<file path="src/rtl/clkdiv_pkg.sv">
package clkdiv_pkg;

    localparam int MAP_EVEN = 0;
    localparam int MAP_POW2 = 1;

    // width of the stored half-period count for a given select width and mapping
    function automatic int half_width(input int sel_w, input int map);
        if (map == MAP_POW2)
            return (1 << sel_w) - 1;
        return sel_w;
    endfunction

    // half-period length for a code; 0 means pass-through
    function automatic int decode_half(input int map, input int code);
        if (code == 0)
            return 0;
        if (map == MAP_POW2)
            return 1 << (code - 1);
        return code;
    endfunction

endpackage

</file>
<file path="src/rtl/cdiv_decode.sv">
module cdiv_decode #(
    parameter int SEL_W  = 6,
    parameter int MAP    = 0,
    parameter int HALF_W = 6
) (
    input  logic [SEL_W-1:0]  code_i,
    output logic [HALF_W-1:0] half_o,
    output logic              bypass_o
);

    localparam int NCODES = 1 << SEL_W;

    assign bypass_o = (code_i == '0);

    generate
        if (MAP == clkdiv_pkg::MAP_POW2) begin : g_pow2
            always_comb begin
                half_o = '0;
                for (int i = 1; i < NCODES; i++) begin
                    if (code_i == SEL_W'(i))
                        half_o = HALF_W'(1) << (i - 1);
                end
            end
        end else begin : g_even
            always_comb begin
                half_o = HALF_W'(code_i);
            end
        end
    endgenerate

endmodule

</file>
<file path="src/rtl/cdiv_period.sv">
module cdiv_period #(
    parameter int                 HALF_W     = 6,
    parameter logic [HALF_W-1:0]  RST_HALF   = '0,
    parameter logic               RST_BYPASS = 1'b0
) (
    input  logic              clk_i,
    input  logic              rst_ni,
    input  logic [HALF_W-1:0] nxt_half_i,
    input  logic              nxt_bypass_i,
    output logic              tick_o,
    output logic              lvl_o,
    output logic [HALF_W-1:0] cur_half_o
);

    localparam int CNT_W = HALF_W + 1;

    typedef struct packed {
        logic [CNT_W-1:0]  cnt;
        logic [HALF_W-1:0] half;
        logic              bypass;
    } state_t;

    state_t st_d, st_q;
    logic [CNT_W-1:0] last_idx;
    logic             at_end;

    always_comb begin
        last_idx = {st_q.half, 1'b0} - CNT_W'(1);
        at_end   = st_q.bypass || (st_q.cnt == last_idx);
        st_d     = st_q;
        if (at_end) begin
            st_d.cnt    = '0;
            st_d.half   = nxt_half_i;
            st_d.bypass = nxt_bypass_i;
        end else begin
            st_d.cnt    = st_q.cnt + CNT_W'(1);
        end
    end

    always_ff @(posedge clk_i or negedge rst_ni) begin
        if (!rst_ni) begin
            st_q.cnt    <= '0;
            st_q.half   <= RST_HALF;
            st_q.bypass <= RST_BYPASS;
        end else begin
            st_q <= st_d;
        end
    end

    assign tick_o     = at_end;
    assign lvl_o      = st_q.bypass || (st_q.cnt < {1'b0, st_q.half});
    assign cur_half_o = st_q.half;

endmodule

</file>
<file path="src/rtl/clk_ratio_div.sv">
module clk_ratio_div #(
    parameter int SEL_W      = 6,
    parameter int MAP        = 0,
    parameter int RESET_CODE = 2
) (
    input  logic             clk_i,
    input  logic             rst_ni,
    input  logic [SEL_W-1:0] sel_i,
    output logic             div_lvl_o,
    output logic             div_tick_o
);

    localparam int                HALF_W     = clkdiv_pkg::half_width(SEL_W, MAP);
    localparam logic [HALF_W-1:0] RST_HALF   = HALF_W'(clkdiv_pkg::decode_half(MAP, RESET_CODE));
    localparam logic              RST_BYPASS = (RESET_CODE == 0);

    logic [HALF_W-1:0] nxt_half;
    logic              nxt_bypass;
    logic [HALF_W-1:0] cur_half;

    cdiv_decode #(
        .SEL_W  (SEL_W),
        .MAP    (MAP),
        .HALF_W (HALF_W)
    ) u_decode (
        .code_i   (sel_i),
        .half_o   (nxt_half),
        .bypass_o (nxt_bypass)
    );

    cdiv_period #(
        .HALF_W     (HALF_W),
        .RST_HALF   (RST_HALF),
        .RST_BYPASS (RST_BYPASS)
    ) u_period (
        .clk_i        (clk_i),
        .rst_ni       (rst_ni),
        .nxt_half_i   (nxt_half),
        .nxt_bypass_i (nxt_bypass),
        .tick_o       (div_tick_o),
        .lvl_o        (div_lvl_o),
        .cur_half_o   (cur_half)
    );

endmodule

</file>
<file path="config.mk">
export PLATFORM = sky130hd
export DESIGN_NAME = clk_ratio_div
export DESIGN_NICKNAME = d
export VERILOG_FILES = /design/src/rtl/clkdiv_pkg.sv /design/src/rtl/cdiv_decode.sv /design/src/rtl/cdiv_period.sv /design/src/rtl/clk_ratio_div.sv
export SDC_FILE = /design/constraint.sdc
export NUM_CORES = 1
export LEC_CHECK = 0
export ABC_AREA = 1
export BUFFER_PORTS_ARGS = -buffer_cell sky130_fd_sc_hd__clkbuf_2
export CORE_MARGIN = 1.5
export CORE_UTILIZATION = 59
export CTS_CLUSTER_DIAMETER = 60
export DETAILED_ROUTE_END_ITERATION = 7
export HOLD_SLACK_MARGIN = 0.08
export PLACE_DENSITY_LB_ADDON = 0.2
export SETUP_SLACK_MARGIN = 0.4
export SYNTH_ARGS = -nofsm -noshare
export SYNTH_HDL_FRONTEND = slang
export SYNTH_SLANG_ARGS = --single-unit
</file>
<file path="constraint.sdc">
create_clock -name clk_i -period 6 [get_ports clk_i]
set_clock_uncertainty 0.2 [all_clocks]
set_input_delay 0.6 -clock clk_i [delete_from_list [all_inputs] [get_ports clk_i]]
set_output_delay 0.6 -clock clk_i [all_outputs]
set_load 0.02 [all_outputs]
</file>
==> reports/metrics.yaml, run 1 <==
floorplan:
  design.portCount: 10
  fp.dieArea_um2: 1930
  num_rows: 14
  fp.dieW_um: 44.0
  die_h_um: 44.0
  start_util_pct: 64.3
  fp.coreArea_um2: 1540
status:
  status: "complete, no violations"
setup_path:
  cp-end-kind: "output port"
  crit_fanout: 13
  cpPeakStageDelay_ns: 0.54
  cp_num_buf_inv: 2
  crit_family: "simple AND/OR/NAND/NOR gates"
  reg2reg_to: "u_period.cur_half_o[2]$_DFFE_PN0P_"
  r2r_setup_slack_ns: 3.98
  arrival_ns: 2.09
  r2r-start: "u_period.cur_half_o[1]$_DFFE_PN1P_"
  startpoint_type: "register"
  slowest_stage: "dfstp_2"
  crit_type: "reg -> out"
  ff2ff_path_depth: 9
  critical_path.cell_chain: "inv_1, ha_1, xor2_1, nand2_1, nor2_4, nand3_4, nand2_4, clkbuf_2"
  worstPathRequired_ns: 5.20
logic_synthesis:
  yosysWarnings: 0
  netlist_instances: 135
  yosysTopAreaCellShare_pct: 32.8
  synthesis.area_um2: 991
  yosysSeqAreaShare_pct: 35.5
  synth_nets: 150
  ys_types: 23
  synth_top_area_cell: "dfrtp_1"
  synth.avg_cell_area_um2: 7.34
  synth_area_leaders: "dfrtp_1 33%, nand2_1 15%, ha_1 8.8%"
  ys_ff_latch: 14
power_and_ir_drop:
  finalPower_mw: 0.417
  pwr_density_cell_nw_per_um2: 387
  clockPowerShare_pct: 12.5
  vdd_drop_max_mv: 0.232
  combPwrFrac_pct: 48.9
  power_switching_mw: 0.188
  p_seq_share_pct: 38.7
  p_leak_nw: 0.581
  p_int_mw: 0.229
  swShare_pct: 45.1
min_path:
  hold_path_class: "reg -> reg"
  hold_path_startpoint: "u_period.cur_half_o[1]$_DFFE_PN1P_"
  min_path_cells: 2
  whs_endpoint: "u_period.cur_half_o[1]$_DFFE_PN1P_"
layout:
  layout-drive-gt1-share_pct: 18.2
  stdcell_area_um2: 1080
  antennaDiodeCount: 0
  finalCoreUtilization_pct: 69.9
  areaGrowthSynthToFinish_pct: 8.71
  final_nets: 164
placed_design:
  dpl_cell_area_um2: 1040
  portBuffers: 9
  hpwl_um: 1630
  place.gp.congestion: 0.875
  dp_slack_ns: 3.39
timing:
  hold_violations: 0
  tns_ns: 0
  worst_slew_pin_slew_ns: 0.317
  fin_crit_sh_pct: 48.2
  timing.final.ws_setup_ns: 3.11
  final.min_clock_period_ns: 2.89
  finalSetupViolCount: 0
  drv_slew: 0
  rsz0062_at_grt: "no"
  clock.fmax_mhz: 346
  timing.slew.headroom_pct: 78.7
global_route:
  grt_pass1_wl_um: 3460
  grt_pass1_vias: 841
  grt_usage_pct: 23.7
  grt_start_max_net_pins: 15
  grt-ovfl-total: 0
  gr-usage-met1_pct: 33.4
  grtUsageMet2_pct: 39.4
  use_met3_pct: 1.67
  grt.busiest_layer: "met2"
  grt_antenna_before_repair: 0
route:
  drt_first_pass_iters: 4
  vias: 884
  drt_wl_total_um: 2000
  drc: 0
  post_drt_via_cell_ratio: 5.39
  drtAntennaViolNets: 0
  initialDrtViolationCount: 28
  wire_per_inst_um: 12.2
cts:
  cts_resized: 0
  cts_buffers: 3
  cts_max_level: 1
  clk_latency_ns: 0.27
  path_clk_slew_ns: 0.07
  cts_buffer_depth: 2
  cts.sinks: 14
  cts_tree: "built"
  clock-root-buffer: "clkbuf_4"
job:
  cap_viol_max_count: 0
## through the flow
step | std cells | hold slack [ns]
2_1_floorplan | 135 | 0.104
3_3_place_gp | 159 | 0.292
3_5_place_dp | 159 | 0.296
4_1_cts | 164 | 0.307
5_1_grt | 164 | 0.325
6_report | 164 | 0.308
## sequential cells by signal, summed over array words and instances (netlist names)
register             cells
u_period.st_q            8
u_period.cur_half_o      6
## routing by layer
metal  part of all wire, %  up-vias
met5                     0        -
li1                      -      454
met4                  0.50        0
met1                    45      409
met2                    52       19
met3                   2.7        2
## area by class of cell
type	count	area (µm²)
clock buffers	4	26.3
fillers	134	464
inverters	16	60.1
multi-input cells	104	564
flip-flops and latches	14	352
well taps	16	20.0
repair buffers	10	55.1
## what timing repair did
item / 4_1_cts / 5_1_grt
hold buffers: 1 / 0
buffers inserted: 0 / 0
hold endpoints to repair: 13 / 0
## worst max path at each step
| stage | start | to | slack (ns) | depth (start not counted) |
|---|---|---|---|---|
| after floorplan | u_period.cur_half_o[1]$_DFFE_PN1P_ | div_tick_o | 3.63 | 8 |
| after global placement | u_period.cur_half_o[1]$_DFFE_PN1P_ | div_tick_o | 3.48 | 8 |
| after detailed placement | u_period.cur_half_o[1]$_DFFE_PN1P_ | div_tick_o | 3.39 | 8 |
| after CTS | u_period.cur_half_o[1]$_DFFE_PN1P_ | div_tick_o | 3.10 | 8 |
| after global routing | u_period.cur_half_o[0]$_DFFE_PN0P_ | div_tick_o | 3.03 | 9 |
| final | u_period.cur_half_o[1]$_DFFE_PN1P_ | div_tick_o | 3.11 | 8 |
## worst min-delay path, stage by stage (launching register included)
cell and delay [ns]:
dfstp_2 0.38, nand3_1 0.08, nand2_1 0.05
## cell usage in the layout, fill, tap and decap left out
master,instances
nand3_4,1
clkbuf_2,9
a21oi_2,1
inv_2,2
nor4_1,1
nor2_4,1
nand2_2,8
xnor2_1,1
inv_1,13
nor2_1,19
clkinv_1,1
nand2_1,39
clkbuf_4,3
nand2_4,1
ha_1,7
o311ai_0,1
dfstp_2,1
xor2_1,4
nand3_1,14
dfrtp_1,13
dlygate4sd3_1,1
nor3_1,1
a21oi_1,3
o21ai_0,1
clkbuf_1,1
nand4_1,1
## cell families after synthesis
logic type	share of synthesized area, %
flip-flops	35.5
buffers and inverters	7.58
XOR/XNOR	4.42
adder cells (fa/ha/maj)	8.84
AO/OA/AOI/OAI	3.79
AND/OR/NAND/NOR	39.9
## power by group through the flow
| stage | Sequential [mW] | Combinational (mW) | Clock, mW |
|---|---|---|---|
| 6_report | 0.161 | 0.204 | 0.0519 |
| 3_3_place_gp | 0.162 | 0.194 | 0 |
| 3_5_place_dp | 0.162 | 0.203 | 0 |
| 4_1_cts | 0.160 | 0.205 | 0.0532 |
| 2_1_floorplan | 0.151 | 0.164 | 0 |
| 5_1_grt | 0.165 | 0.231 | 0.0556 |
## Yosys cell counts
library cell,number
nand2_1,39
inv_2,2
inv_1,13
nand2_2,8
dfstp_2,1
nand4_1,1
a21oi_1,3
nand2_4,1
o311ai_0,1
clkinv_1,1
xnor2_1,1
ha_1,7
nor3_1,1
nor2_4,1
xor2_1,4
nor2_1,19
nand3_4,1
buf_8,1
nor4_1,1
nand3_1,14
a21oi_2,1
dfrtp_1,13
o21ai_0,1
No activity file was read; power rests on OpenSTA's default activity.
==> run 2: changes to the inputs <==
- ABC_AREA: 1 -> 0
- CORE_UTILIZATION: 59 -> 50
- clock period: 6 -> 2.49 ns (I/O delays scaled with it)
==> reports/metrics.yaml, run 2 <==
route:
  drt_wl_total_um: 1770
  drt_first_pass_iters: 4
  post_drt_via_cell_ratio: 5.42
  vias: 639
  drc: 0
  drtAntennaViolNets: 0
  initialDrtViolationCount: 3
  wire_per_inst_um: 15.0
placed_design:
  place.gp.congestion: 0.769
  dpl_cell_area_um2: 940
  portBuffers: 9
  hpwl_um: 1140
layout:
  largest_reg_flops: 8
  areaGrowthSynthToFinish_pct: 28.0
  fillers: 102
  regMostFlops: "u_period.st_q"
  finalCoreUtilization_pct: 71.1
  final_nets: 118
  multi_input_area_um2: 504
  stdcell_area_um2: 1110
  layout-drive-gt1-share_pct: 33.3
  mostFrequentLayoutCell: "dfrtp_1"
  final_cell_mix: "13 x dfrtp_1, 9 x nor2_1, 7 x dlygate4sd3_1, 7 x clkbuf_2"
  regArea_um2: 352
  antennaDiodeCount: 0
setup_path:
  r2r_setup_slack_ns: 0.17
  arrival_ns: 1.90
  ff2ff_path_depth: 9
  crit_fanout: 4
  cp-end-kind: "output port"
  worst-path-stages: 8
  crit_path_start: "u_period.cur_half_o[1]$_DFFE_PN1P_"
  cpPeakStageDelay_ns: 0.54
  r2r-start: "u_period.cur_half_o[1]$_DFFE_PN1P_"
  reg2reg_to: "u_period.cur_half_o[2]$_DFFE_PN0P_"
  slowest_stage: "dfstp_2"
  crit_family: "flip-flops"
  critical_path.cell_chain: "inv_2, ha_4, xnor2_2, nor2_1, o31ai_2, a41oi_2, inv_4, buf_8"
  startpoint_type: "register"
  cp_num_buf_inv: 3
  crit_type: "reg -> out"
  worstPathRequired_ns: 2.04
timing:
  tns_ns: 0
  holdWs_ns: 0.210
  worst_slew_pin_slew_ns: 0.345
  clock.fmax_mhz: 426
  finalSetupViolCount: 0
  hold_violations: 0
  drv_slew: 0
  timing.slew.headroom_pct: 77.0
  fin_crit_sh_pct: 94.3
  final.min_clock_period_ns: 2.35
  rsz0062_at_grt: "yes"
cts:
  cts_buffer_depth: 2
  clk_latency_ns: 0.28
  cts_tree: "built"
  cts_max_level: 1
  cts_buffers: 3
  clock-root-buffer: "clkbuf_4"
  path_clk_slew_ns: 0.08
  cts.sinks: 14
logic_synthesis:
  synth_area_leaders: "dfrtp_1 38%, ha_1 10%, xnor2_1 7.1%"
  synth_top_area_cell: "dfrtp_1"
  synth_edf_count: 0
  synth.avg_cell_area_um2: 11.0
  synth_nets: 94
  async_flop_share_pct: 100
  ys_types: 29
  netlist_instances: 79
  ys_top_cells_by_count: "13 x dfrtp_1, 9 x nor2_1, 7 x ha_1, 7 x xnor2_1, 6 x xor2_1"
  yosysSeqAreaShare_pct: 40.6
  yosysTopAreaCellShare_pct: 37.6
  synth-main-ff-cell: "dfrtp_1"
  yosysWarnings: 0
  yosysMostFrequentCell: "dfrtp_1"
  synthesis.area_um2: 866
  ys_ff_latch: 14
power_and_ir_drop:
  pwr_density_cell_nw_per_um2: 1250
  p_leak_nw: 0.516
  finalPower_mw: 1.39
  vdd_drop_max_mv: 0.682
global_route:
  grt_pass1_wl_um: 2970
  grt-ovfl-total: 0
  grt_usage_pct: 21.5
  grt_antenna_before_repair: 0
  grt_start_max_net_pins: 15
  grt_pass1_vias: 649
floorplan:
  die_h_um: 44.6
  design.portCount: 10
  fp.dieArea_um2: 1990
  num_rows: 14
  start_util_pct: 55.5
  fp.dieW_um: 44.6
  fp.coreArea_um2: 1560
status:
  status: "complete, no violations"
min_path:
  hold_path_class: "in -> async"
job:
  cap_viol_max_count: 0
run 2: cell types whose count changed after synthesis, moves of 2 or more:
cell / before / now
nor2_1: 19 / 9
mux2_4: 0 / 3
xor2_1: 4 / 6
nand3_1: 14 / 2
xnor2_1: 1 / 7
nand2_2: 8 / 0
nand3b_1: 0 / 2
a21oi_1: 3 / 1
mux2_2: 0 / 3
inv_1: 13 / 5
nand2_1: 39 / 1
a21o_1: 0 / 2
run 2: layer usage:
metal	vias up	global-route usage, %	part of all wire (%)
li1	320	-	-
met1	300	27.9	47
met2	12	33.0	49
met3	7	3.27	1.7
met4	0	13.9	3.0
met5	-	0	0
run 2: logic make-up (layout without fill, tap and decap cells):
kind of cell	after synthesis	after routing	synth area share, %
buffers and inverters	8	31	4.34
muxes	6	6	9.10
adders and majority gates	7	7	10.1
and+or+nand+nor	23	23	14.0
xor gates and xnor gates	13	13	13.2
AOI/OAI and AO/OA	8	8	8.67
DFF	14	14	40.6
run 2: power breakdown:
part,total [mW],switching [mW],internal [mW]
registers,0.436,0.122,0.314
clock network,0.162,0.0727,0.0890
logic,0.791,0.348,0.443
run 2: final cells by class:
class	instances	share of cell area, %
Inverter	7	2.60
Clock buffer	4	3.27
Multi-Input combinational cell	57	45.5
Tap cell	16	1.81
Sequential cell	14	31.7
Timing Repair Buffer	20	15.1
run 2: worst reg2reg max path: stages (launching register included):
cell and delay, ns:
dfstp_2 0.54, inv_2 0.05, ha_4 0.17, xnor2_2 0.11
nor2_1 0.07, o31ai_2 0.27, a41oi_2 0.19, inv_4 0.11
buf_6 0.16, mux2_2 0.34
run 2: timing repair:
item	CTS	global route
hold endpoints to repair	21	0
setup buffers	3	0
pin swaps	5	5
hold buffers	7	0
cloned	0	0
endpoints found under the setup margin	13	16
gates resized for setup	5	5
run 2: how the worst max path moves through the flow:
stage | to | slack [ns]
final | div_tick_o | 0.14
after detailed placement | u_period.cur_half_o[2]$_DFFE_PN0P_ | 0.16
after CTS | div_tick_o | 0.1
after global routing | div_tick_o | 0.03
after floorplan | u_period.cur_half_o[3]$_DFFE_PN0P_ | 0.28
after global placement | u_period.cur_half_o[2]$_DFFE_PN0P_ | 0.18
run 2: through the flow:
stage / instances / setup WS (ns)
2_1_floorplan: 79 / 0.285
5_1_grt: 118 / 0.0304
3_3_place_gp: 104 / 0.180
4_1_cts: 118 / 0.0973
6_report: 118 / 0.142
3_5_place_dp: 104 / 0.158
